<file path="config.mk">
export PLATFORM = sky130hd
export DESIGN_NAME = cpu_bank_mapper
export DESIGN_NICKNAME = d
export VERILOG_FILES = /design/src/rtl/cpu_bank_pkg.sv /design/src/rtl/cpu_bank_expand.sv /design/src/rtl/cpu_bank_wrap.sv /design/src/rtl/cpu_bank_translate.sv /design/src/rtl/cpu_bank_mapper.sv
export SDC_FILE = /design/constraint.sdc
export NUM_CORES = 1
export LEC_CHECK = 0
export BUFFER_PORTS_ARGS = -buffer_cell sky130_fd_sc_hd__buf_2
export CORE_UTILIZATION = 55
export CTS_CLUSTER_SIZE = 12
export DETAILED_ROUTE_END_ITERATION = 6
export PLACE_DENSITY = 0.83
export SLEW_MARGIN = 20
export SYNTH_ARGS = -nofsm -noshare
export SYNTH_HDL_FRONTEND = slang
export SYNTH_SLANG_ARGS = --single-unit
export TNS_END_PERCENT = 1
</file>
<file path="constraint.sdc">
create_clock -name clk -period 26.8 [get_ports clk]
set_input_delay 6.7 -clock clk [delete_from_list [all_inputs] [get_ports clk]]
set_output_delay 6.7 -clock clk [all_outputs]
set_load 0.05 [all_outputs]
</file>
<file path="src/rtl/cpu_bank_pkg.sv">
package cpu_bank_pkg;

   typedef enum logic [7:0] {
      KIND_ROM    = 8'h00,
      KIND_DRAM   = 8'h01,
      KIND_MAPPER = 8'h80,
      KIND_RAM    = 8'hFF
   } mem_kind_e;

   typedef enum logic [2:0] {
      OP_ROM8   = 3'd0,
      OP_ROM16  = 3'd1,
      OP_ROM32  = 3'd2,
      OP_ROM32Q = 3'd3,
      OP_RAW    = 3'd4
   } load_op_e;

   localparam int SEL_ROM = 0;
   localparam int SEL_RAM = 1;
   localparam int SEL_DRAM = 2;
   localparam int SEL_MAP = 3;
   localparam int SEL_W = 4;
   localparam int LANES = 4;

endpackage

</file>
<file path="src/rtl/cpu_bank_expand.sv">
module cpu_bank_expand
   import cpu_bank_pkg::*;
#(
   parameter int WIN_BITS = 3,
   parameter int BANK_W   = 8,
   localparam int NUM_WIN = 1 << WIN_BITS,
   localparam int REQ_W   = BANK_W + 2
) (
   input  logic                               wr_en,
   input  logic [2:0]                         wr_op,
   input  logic [WIN_BITS-1:0]                wr_win,
   input  logic [LANES*BANK_W-1:0]            wr_banks,
   input  logic [7:0]                         wr_kind,
   output logic [NUM_WIN-1:0]                 win_we,
   output logic [NUM_WIN-1:0][REQ_W-1:0]      win_req,
   output logic [NUM_WIN-1:0]                 win_wrap,
   output logic [NUM_WIN-1:0][7:0]            win_kind
);
   localparam int HI_BASE = NUM_WIN - LANES;

   logic [REQ_W-1:0] base_n;
   assign base_n = REQ_W'(wr_banks[BANK_W-1:0]);

   for (genvar i = 0; i < NUM_WIN; i++) begin : g_win
      localparam bit IN_HI = (i >= HI_BASE);
      localparam int LANE  = IN_HI ? (i - HI_BASE) : 0;
      logic [WIN_BITS-1:0] rel;
      logic [REQ_W-1:0]    lane_val;

      assign rel      = WIN_BITS'(i) - wr_win;
      assign lane_val = REQ_W'(wr_banks[LANE*BANK_W +: BANK_W]);

      always_comb begin
         win_we[i]   = 1'b0;
         win_req[i]  = base_n;
         win_wrap[i] = 1'b1;
         win_kind[i] = KIND_ROM;
         case (wr_op)
            OP_ROM8: begin
               win_we[i] = (rel == '0);
            end
            OP_ROM16: begin
               win_we[i]  = (rel <= WIN_BITS'(1));
               win_req[i] = (base_n << 1) | REQ_W'(rel[0]);
            end
            OP_ROM32: begin
               win_we[i]  = IN_HI;
               win_req[i] = (base_n << 2) | REQ_W'(LANE);
            end
            OP_ROM32Q: begin
               win_we[i]  = IN_HI;
               win_req[i] = lane_val;
            end
            OP_RAW: begin
               win_we[i]   = (rel == '0);
               win_wrap[i] = 1'b0;
               win_kind[i] = wr_kind;
            end
            default: win_we[i] = 1'b0;
         endcase
         win_we[i] = win_we[i] & wr_en;
      end
   end
endmodule

</file>
<file path="src/rtl/cpu_bank_wrap.sv">
module cpu_bank_wrap #(
   parameter int BANK_W = 8,
   localparam int REQ_W = BANK_W + 2
) (
   input  logic [REQ_W-1:0]  req,
   input  logic [BANK_W-1:0] size,
   input  logic              wrap,
   output logic [BANK_W-1:0] bank
);
   logic [REQ_W-1:0] divisor;
   logic [REQ_W-1:0] rem;

   assign divisor = (size == '0) ? REQ_W'(1) : REQ_W'(size);
   assign rem     = req % divisor;
   assign bank    = wrap ? rem[BANK_W-1:0] : req[BANK_W-1:0];
endmodule

</file>
<file path="src/rtl/cpu_bank_translate.sv">
module cpu_bank_translate
   import cpu_bank_pkg::*;
#(
   parameter int ADDR_W   = 16,
   parameter int WIN_BITS = 3,
   parameter int BANK_W   = 8,
   localparam int NUM_WIN = 1 << WIN_BITS,
   localparam int OFF_W   = ADDR_W - WIN_BITS
) (
   input  logic [ADDR_W-1:0]               cpu_addr,
   input  logic [NUM_WIN-1:0][BANK_W-1:0]  banks,
   input  logic [NUM_WIN-1:0][7:0]         kinds,
   output logic [BANK_W+OFF_W-1:0]         phys_addr,
   output logic [7:0]                      mem_kind,
   output logic [SEL_W-1:0]                mem_sel
);
   logic [WIN_BITS-1:0] win;
   assign win       = cpu_addr[ADDR_W-1 -: WIN_BITS];
   assign phys_addr = {banks[win], cpu_addr[OFF_W-1:0]};
   assign mem_kind  = kinds[win];

   always_comb begin
      mem_sel = '0;
      case (mem_kind)
         KIND_ROM:  mem_sel[SEL_ROM]  = 1'b1;
         KIND_RAM:  mem_sel[SEL_RAM]  = 1'b1;
         KIND_DRAM: mem_sel[SEL_DRAM] = 1'b1;
         default:   mem_sel[SEL_MAP]  = 1'b1;
      endcase
   end
endmodule

</file>
<file path="src/rtl/cpu_bank_mapper.sv">
module cpu_bank_mapper
   import cpu_bank_pkg::*;
#(
   parameter int ADDR_W   = 16,
   parameter int WIN_BITS = 3,
   parameter int BANK_W   = 8,
   localparam int NUM_WIN = 1 << WIN_BITS,
   localparam int OFF_W   = ADDR_W - WIN_BITS,
   localparam int REQ_W   = BANK_W + 2
) (
   input  logic                       clk,
   input  logic                       rst_n,
   input  logic [BANK_W-1:0]          rom_banks,
   input  logic                       wr_en,
   input  logic [2:0]                 wr_op,
   input  logic [WIN_BITS-1:0]        wr_win,
   input  logic [LANES*BANK_W-1:0]    wr_banks,
   input  logic [7:0]                 wr_kind,
   input  logic [ADDR_W-1:0]          cpu_addr,
   output logic [BANK_W+OFF_W-1:0]    phys_addr,
   output logic [7:0]                 mem_kind,
   output logic [SEL_W-1:0]           mem_sel
);
   if (WIN_BITS < 2) begin : g_bad_win
      $error("WIN_BITS must be at least 2 for the 32K group");
   end
   if (BANK_W < WIN_BITS) begin : g_bad_bank
      $error("BANK_W must cover the reset window numbers");
   end
   if (OFF_W < 1) begin : g_bad_addr
      $error("ADDR_W must exceed WIN_BITS");
   end

   logic [NUM_WIN-1:0]              win_we;
   logic [NUM_WIN-1:0][REQ_W-1:0]   win_req;
   logic [NUM_WIN-1:0]              win_wrap;
   logic [NUM_WIN-1:0][7:0]         win_kind;
   logic [NUM_WIN-1:0][BANK_W-1:0]  bank_q;
   logic [NUM_WIN-1:0][7:0]         kind_q;

   cpu_bank_expand #(.WIN_BITS(WIN_BITS), .BANK_W(BANK_W)) u_expand (
      .wr_en    (wr_en),
      .wr_op    (wr_op),
      .wr_win   (wr_win),
      .wr_banks (wr_banks),
      .wr_kind  (wr_kind),
      .win_we   (win_we),
      .win_req  (win_req),
      .win_wrap (win_wrap),
      .win_kind (win_kind)
   );

   for (genvar i = 0; i < NUM_WIN; i++) begin : g_slot
      logic [REQ_W-1:0]  req_mux;
      logic              wrap_mux;
      logic [BANK_W-1:0] bank_d;

      assign req_mux  = rst_n ? win_req[i] : REQ_W'(i);
      assign wrap_mux = rst_n ? win_wrap[i] : 1'b1;

      cpu_bank_wrap #(.BANK_W(BANK_W)) u_wrap (
         .req  (req_mux),
         .size (rom_banks),
         .wrap (wrap_mux),
         .bank (bank_d)
      );

      always_ff @(posedge clk) begin
         if (!rst_n) begin
            bank_q[i] <= bank_d;
            kind_q[i] <= KIND_ROM;
         end else if (win_we[i]) begin
            bank_q[i] <= bank_d;
            kind_q[i] <= win_kind[i];
         end
      end
   end

   cpu_bank_translate #(.ADDR_W(ADDR_W), .WIN_BITS(WIN_BITS), .BANK_W(BANK_W)) u_xlate (
      .cpu_addr  (cpu_addr),
      .banks     (bank_q),
      .kinds     (kind_q),
      .phys_addr (phys_addr),
      .mem_kind  (mem_kind),
      .mem_sel   (mem_sel)
   );
endmodule

</file>
* Word-level counts from Yosys, hierarchy flattened *
Cells that the tools add are included.

word-level totals
  flip-flop bits (word level) = 128
  latch bits = 0
  RAM bits = 0
  bits in read-only memories = 0
  logic and storage cells = 145
  memories = 0

operators by class
  add/sub/neg operators = 8
  multipliers = 0
  divide/modulo/power cells = 8
  magnitude comparators = 9
  eq/ne operators = 14
  shifts and indexed selects = 0
  multiplexer cells = 60
  bitwise gates (word level) = 16
  reductions and logical operators = 14

operators with widths
  operator                                               count
  2-to-1 mux 8 bit                                       28
  case mux 10 bit (2 select lines)                       5
  case mux 10 bit (3 select lines)                       3
  modulo 10 x 10 -> 10 bit                               8
  2-to-1 mux 10 bit                                      8
  bitwise OR 9 x 1 -> 9 bit                              8
  binary-select mux 8 bit (select 3 bit)                 2
  logical NOT 3 bit                                      9
  <= comparator 3 x 1 -> 1 bit, second input constant    8
  logical NOT 8 bit                                      2
  inequality test 2 x 1 -> 1 bit, second input constant  8
  case mux 1 bit (3 select lines)                        4
  subtractor 3 bit, first input constant                 4
  AND 1 bit                                              8
  equality test 8 x 1 -> 1 bit, second input constant    1
  equality test 8 bit, second input constant             1
  case mux 1 bit (2 select lines)                        4
  equality test 3 x 2 -> 1 bit, second input constant    2
  2-to-1 mux 1 bit                                       6
  subtractor 1 x 3 -> 3 bit, first input constant        2
  subtractor 2 x 3 -> 3 bit, first input constant        2
  < comparator 3 x 4 -> 1 bit, second input constant     1
  OR reduction 2 bit                                     2
  equality test 3 x 1 -> 1 bit, second input constant    1
  other kinds (2)                                        2

* Logic depth before layout (Yosys ltp) *
  depth in word-level cells = 8
  gate-level depth with buffers = 79
  mapped depth without buffers = 71

* Hierarchy *
Synthesis repeated with hierarchy kept, for this count alone.

unflattened totals
  cell total of the unflattened synthesis = 3957
  area, all modules = 31592.8 um2

by module, submodules not included
  module                                times used  cells each  area an instance (um2)  sequential area each (um2)
  cpu_bank_wrap (g_slot[5].u_wrap ...)  3           389         2837.7                  0.0
  cpu_bank_mapper                       1           377         5049.8                  3203.1
  cpu_bank_wrap (g_slot[3].u_wrap)      1           415         3076.7                  0.0
  cpu_bank_wrap (g_slot[2].u_wrap)      1           416         3059.2                  0.0
  cpu_bank_wrap (g_slot[1].u_wrap)      1           415         3052.9                  0.0
  cpu_bank_wrap (g_slot[0].u_wrap)      1           409         2940.3                  0.0
  cpu_bank_wrap (g_slot[4].u_wrap)      1           379         2743.9                  0.0
  cpu_bank_expand                       1           299         1996.9                  0.0
  cpu_bank_translate                    1           80          1159.9                  0.0

* Worst setup path before layout *
OpenSTA, ideal clock, no wires.

  kind = in2reg
  from = in rom_banks[6]
  to = reg bank_q[54] in the netlist's numbering, data pin
  data arrival time = 23.632 ns
  required time = 26.515 ns
  path slack = 2.883 ns
  cell stages on the path = 69
  path through = nor3_1 buf_2 clkbuf_1 buf_2 clkbuf_1 a21o_1 inv_1 ha_1 a32oi_2 ha_1 o21a_1 o211ai_1 o31ai_1 ha_1 o211ai_1 a211o_1 or3_1 nand2_1 [... 33 more ...] and3_1 a211o_1 a21o_1 a21oi_1 o21ai_2 mux2i_1 fa_1 a21o_1 a21oi_1 o21bai_1 a21oi_1 o21ai_0 a21oi_1 nor2b_1 a2111o_1 buf_2 nor3_1 a311oi_1

between the ends
  word-level cells in the longest chain between the ends = 6

RTL lines
  what                             line                   text
  from (decl)                      cpu_bank_mapper.sv:13  input logic [BANK_W-1:0] rom_banks,
  logical NOT 8 bit                cpu_bank_wrap.sv:13    assign divisor = (size == '0) ? REQ_W'(1) : REQ_W'(size);
  2-to-1 mux 8 bit (*)             cpu_bank_wrap.sv:13
  modulo 10 x 10 -> 10 bit (*)     cpu_bank_wrap.sv:14    assign rem = req % divisor;
  2-to-1 mux 8 bit (*)             cpu_bank_wrap.sv:15    assign bank = wrap ? rem[BANK_W-1:0] : req[BANK_W-1:0];
  via g_slot[6].bank_d[6]          cpu_bank_mapper.sv:56  logic [BANK_W-1:0] bank_d;
  2-to-1 mux 8 bit                 cpu_bank_mapper.sv:72  end else if (win_we[i]) begin
  2-to-1 mux 8 bit (*)             cpu_bank_mapper.sv:69  if (!rst_n) begin
  to (signal, indexed assignment)  cpu_bank_mapper.sv:70  bank_q[i] <= bank_d;
  to (signal, indexed assignment)  cpu_bank_mapper.sv:73  bank_q[i] <= bank_d;
  to (decl)                        cpu_bank_mapper.sv:38  logic [NUM_WIN-1:0][BANK_W-1:0] bank_q;

The timed path passes the listed nets; every way through them passes the cells marked *. The select of a mux whose other input is x is not followed.
A chain may end at the register's enable or synchronous reset.

* Worst setup path after layout *
  from = in rom_banks[7]
  to = reg bank_q[51] in the netlist's numbering, data pin

Same word-level chain as after synthesis.

==> impl_results.md <==
- Run status: complete, no violations
- Setup CP Type: in2reg
- First-pass GRT wire length: 127.8 mm
- All-Layer GR Usage: 0.3100
- Syn nets: 3920
- DRT Pass-1 Iters: 7
- Most common cell after layout, fill and taps aside: ha_1
- Number of synthesis warnings: 0
- Leak Pwr: 0.01331 uW
- Crit-path max FO: 43
- # IOs: 106
- Most used cell, CP: ha_1
- Post-route ant nets: 0
- Seq cells post-synth: 128
- R2r setup slk: 26.07 ns
- Ys flop type: edfxtp_1
- DR iter-0 viols: 2382
- Layout Skew: 0 ns
- Vias after detailed routing: 26996
- Area delta synth->final: 5.562%
- Tcrit/Tclk final: 0.9229
- Final nets: 3921
- Hold_buf cts: 0
- Max incr delay on CP: 0.81 ns
- Die Y: 224.5 um
- Vias per cell: 6.596
- Final Wtd Congestion: 0.9649
- Htree depth: 4
- FMAX: 0.04043 GHz
- Mapped Cells: 3415
- Total of max-cap violations: 0
- Share of cells above drive strength 1: 0.1181
- Post-synthesis adder-cell area fraction: 0.2008
- Inserted Diodes: 0
- CTS max path bufs: 2
- TritonCTS clock tree: done
- RSZ-0062 raised after global routing: no
- DP Wirelength: 59.71 mm
- Largest family of logic cells by synthesized area: compound AO/OA/AOI/OAI gates
- WP data required: 26.94 ns
- Final core area utilization: 0.5882
- Post-CTS resize count: 0
- Routed wire length: 79.67 mm
- Vias in the first global route: 25597
- Worst slew margin: 0.2783
- Synth Area in XOR/XNOR: 0.06146
- Ys async rst share: 0
- Max-slew violations: 0
- Row cnt: 81
- Drt wl/cell: 19.46 um
- Peak VDD IR: 0.00006469 V
- Final Hold Viols: 0
- Antenna violations before repair: 2
- CTS root buffer: clkbuf_16
- Global route overflow: 0
- Hold Path Class: reg2reg
- Starting Density: 0.5572
- Number of synthesized flops with an enable pin: 64
- IO buf count: 79
- Syn avg cell area: 7.970 um2
- Simple-gate share of the synthesized area: 0.1877
- Post-synth design cell area: 27220 um2
- Post-synthesis compound-gate area fraction: 0.2588
- Total core area: 48850 um2
- Most frequent cells in the layout: ha_1, nor2_1, a21oi_1
- Clk sink count: 128
- Library cells used by synthesis: 102
- CP Launch Type: input port
- Setup-failing EPs final: 0
- Final worst path period need: 24.73 ns
- Clock transition at path regs: 0.07 ns
- DRC: 0
- Setup TNS: 0 ns
- Worst-Margin Slew: 1.068 ns
- Post-synthesis mux area share: 0.1275
- Largest net degree at the start of global routing: 69
- CP Capture Type: flip-flop
- CTS buffer count: 17
- Pwr per Cell Area: 63.49 nW/um2
- Slowest CP cell: a21oi_1
- Die Wd: 224.5 um
- Worst-Skew Late Latency: 0.43 ns
- Sequential fraction of the synthesis area: 0.1177
- Post-CTS setup repair buffer count: 0
- WP data arrival: 24.87 ns
- Area of the die: 50380 um2
## cell type report
class	instances	area, um2
clock buffer	18	450.4
clock inverter	14	157.7
inverter	181	683.2
timing repair buffer	108	615.6
fill	4377	20120
multi-input combinational	2980	22790
sequential	128	3203
tap	664	830.8
## worst max-delay path, delay by kind of cell
kind                     cells  cell delay (ns)
AO/OA/AOI/OAI               36             9.41
adder cells (fa/ha/maj)     10             3.19
buffers and inverters        4             1.79
multiplexers                 4             1.37
AND/OR/NAND/NOR             11             2.38
## logic make-up (layout without fill, tap and decap cells)
family | after synthesis | in the layout
AND/OR/NAND/NOR | 1035 | 1035
adder cells (fa/ha/maj) | 432 | 432
flip-flops | 128 | 128
AO/OA/AOI/OAI | 1031 | 1031
XOR/XNOR | 191 | 191
buffers and inverters | 307 | 321
multiplexers | 291 | 291
## cell usage after synthesis (all sizes together) (30+ instances only)
cell / n / area [um2]
a211oi: 44 / 355.3
nand2: 205 / 769.5
nand3: 52 / 260.3
a21o: 74 / 555.5
a21oi: 243 / 1220
mux2: 126 / 1419
clkbuf: 79 / 296.5
xor2: 59 / 516.8
o21ai: 193 / 969.7
nor2b: 44 / 275.3
nor2: 309 / 1165
or3: 53 / 336.6
o31ai: 30 / 244.0
or2: 33 / 206.5
inv: 179 / 671.9
and3: 31 / 193.9
mux2i: 133 / 1331
nor3: 165 / 870.8
mux4: 32 / 720.7
a31oi: 38 / 259.0
dfxtp: 64 / 1281
o211ai: 52 / 390.4
o21a: 117 / 878.3
nand2b: 39 / 244.0
ha: 424 / 5305
edfxtp: 64 / 1922
xnor2: 132 / 1156
buf: 47 / 276.5
## final timing paths
check	from	to	cells past startpoint
worst min-delay path	kind_q[59]	kind_q[59]	2
worst min register to register	kind_q[59]	kind_q[59]	2
worst max-delay path	rom_banks[7]	bank_q[51]	65
worst max register to register	kind_q[14]	kind_q[14]	2
## report_power, final
group	switching, uW	internal [uW]	leakage, uW
Clock	105	131	0.000300
Sequential	27.9	291	0.00114
Combinational	720	550	0.0119
## metrics by stage
step / setup slack (ns) / cell area [um2] / hold slack [ns] / std cells / power, uW
after floorplan: 2.883 / 27220 / 0.4546 / 3415 / 1296
after global placement: 2.388 / 28110 / 0.4676 / 4061 / 1527
after detailed placement: 1.913 / 28120 / 0.4802 / 4061 / 1551
after CTS: 2.356 / 28730 / 0.4955 / 4093 / 1797
after global routing: 0.8344 / 28730 / 0.5112 / 4093 / 1948
final: 2.067 / 28730 / 0.4898 / 4093 / 1824
## metal layers
layer | GRT usage | share of wire | vias up
met3 | 0.04311 | 0.079 | 257
li1 | - | - | 12889
met4 | 0.1429 | 0.044 | 4
met2 | 0.5242 | 0.46 | 1145
met1 | 0.3892 | 0.42 | 12701
met5 | 0 | 0.00036 | -
## flip-flops by register name, summed over array words and instances (netlist names)
signal,count
bank_q,64
kind_q,64
No activity file was read; power rests on OpenSTA's default activity.
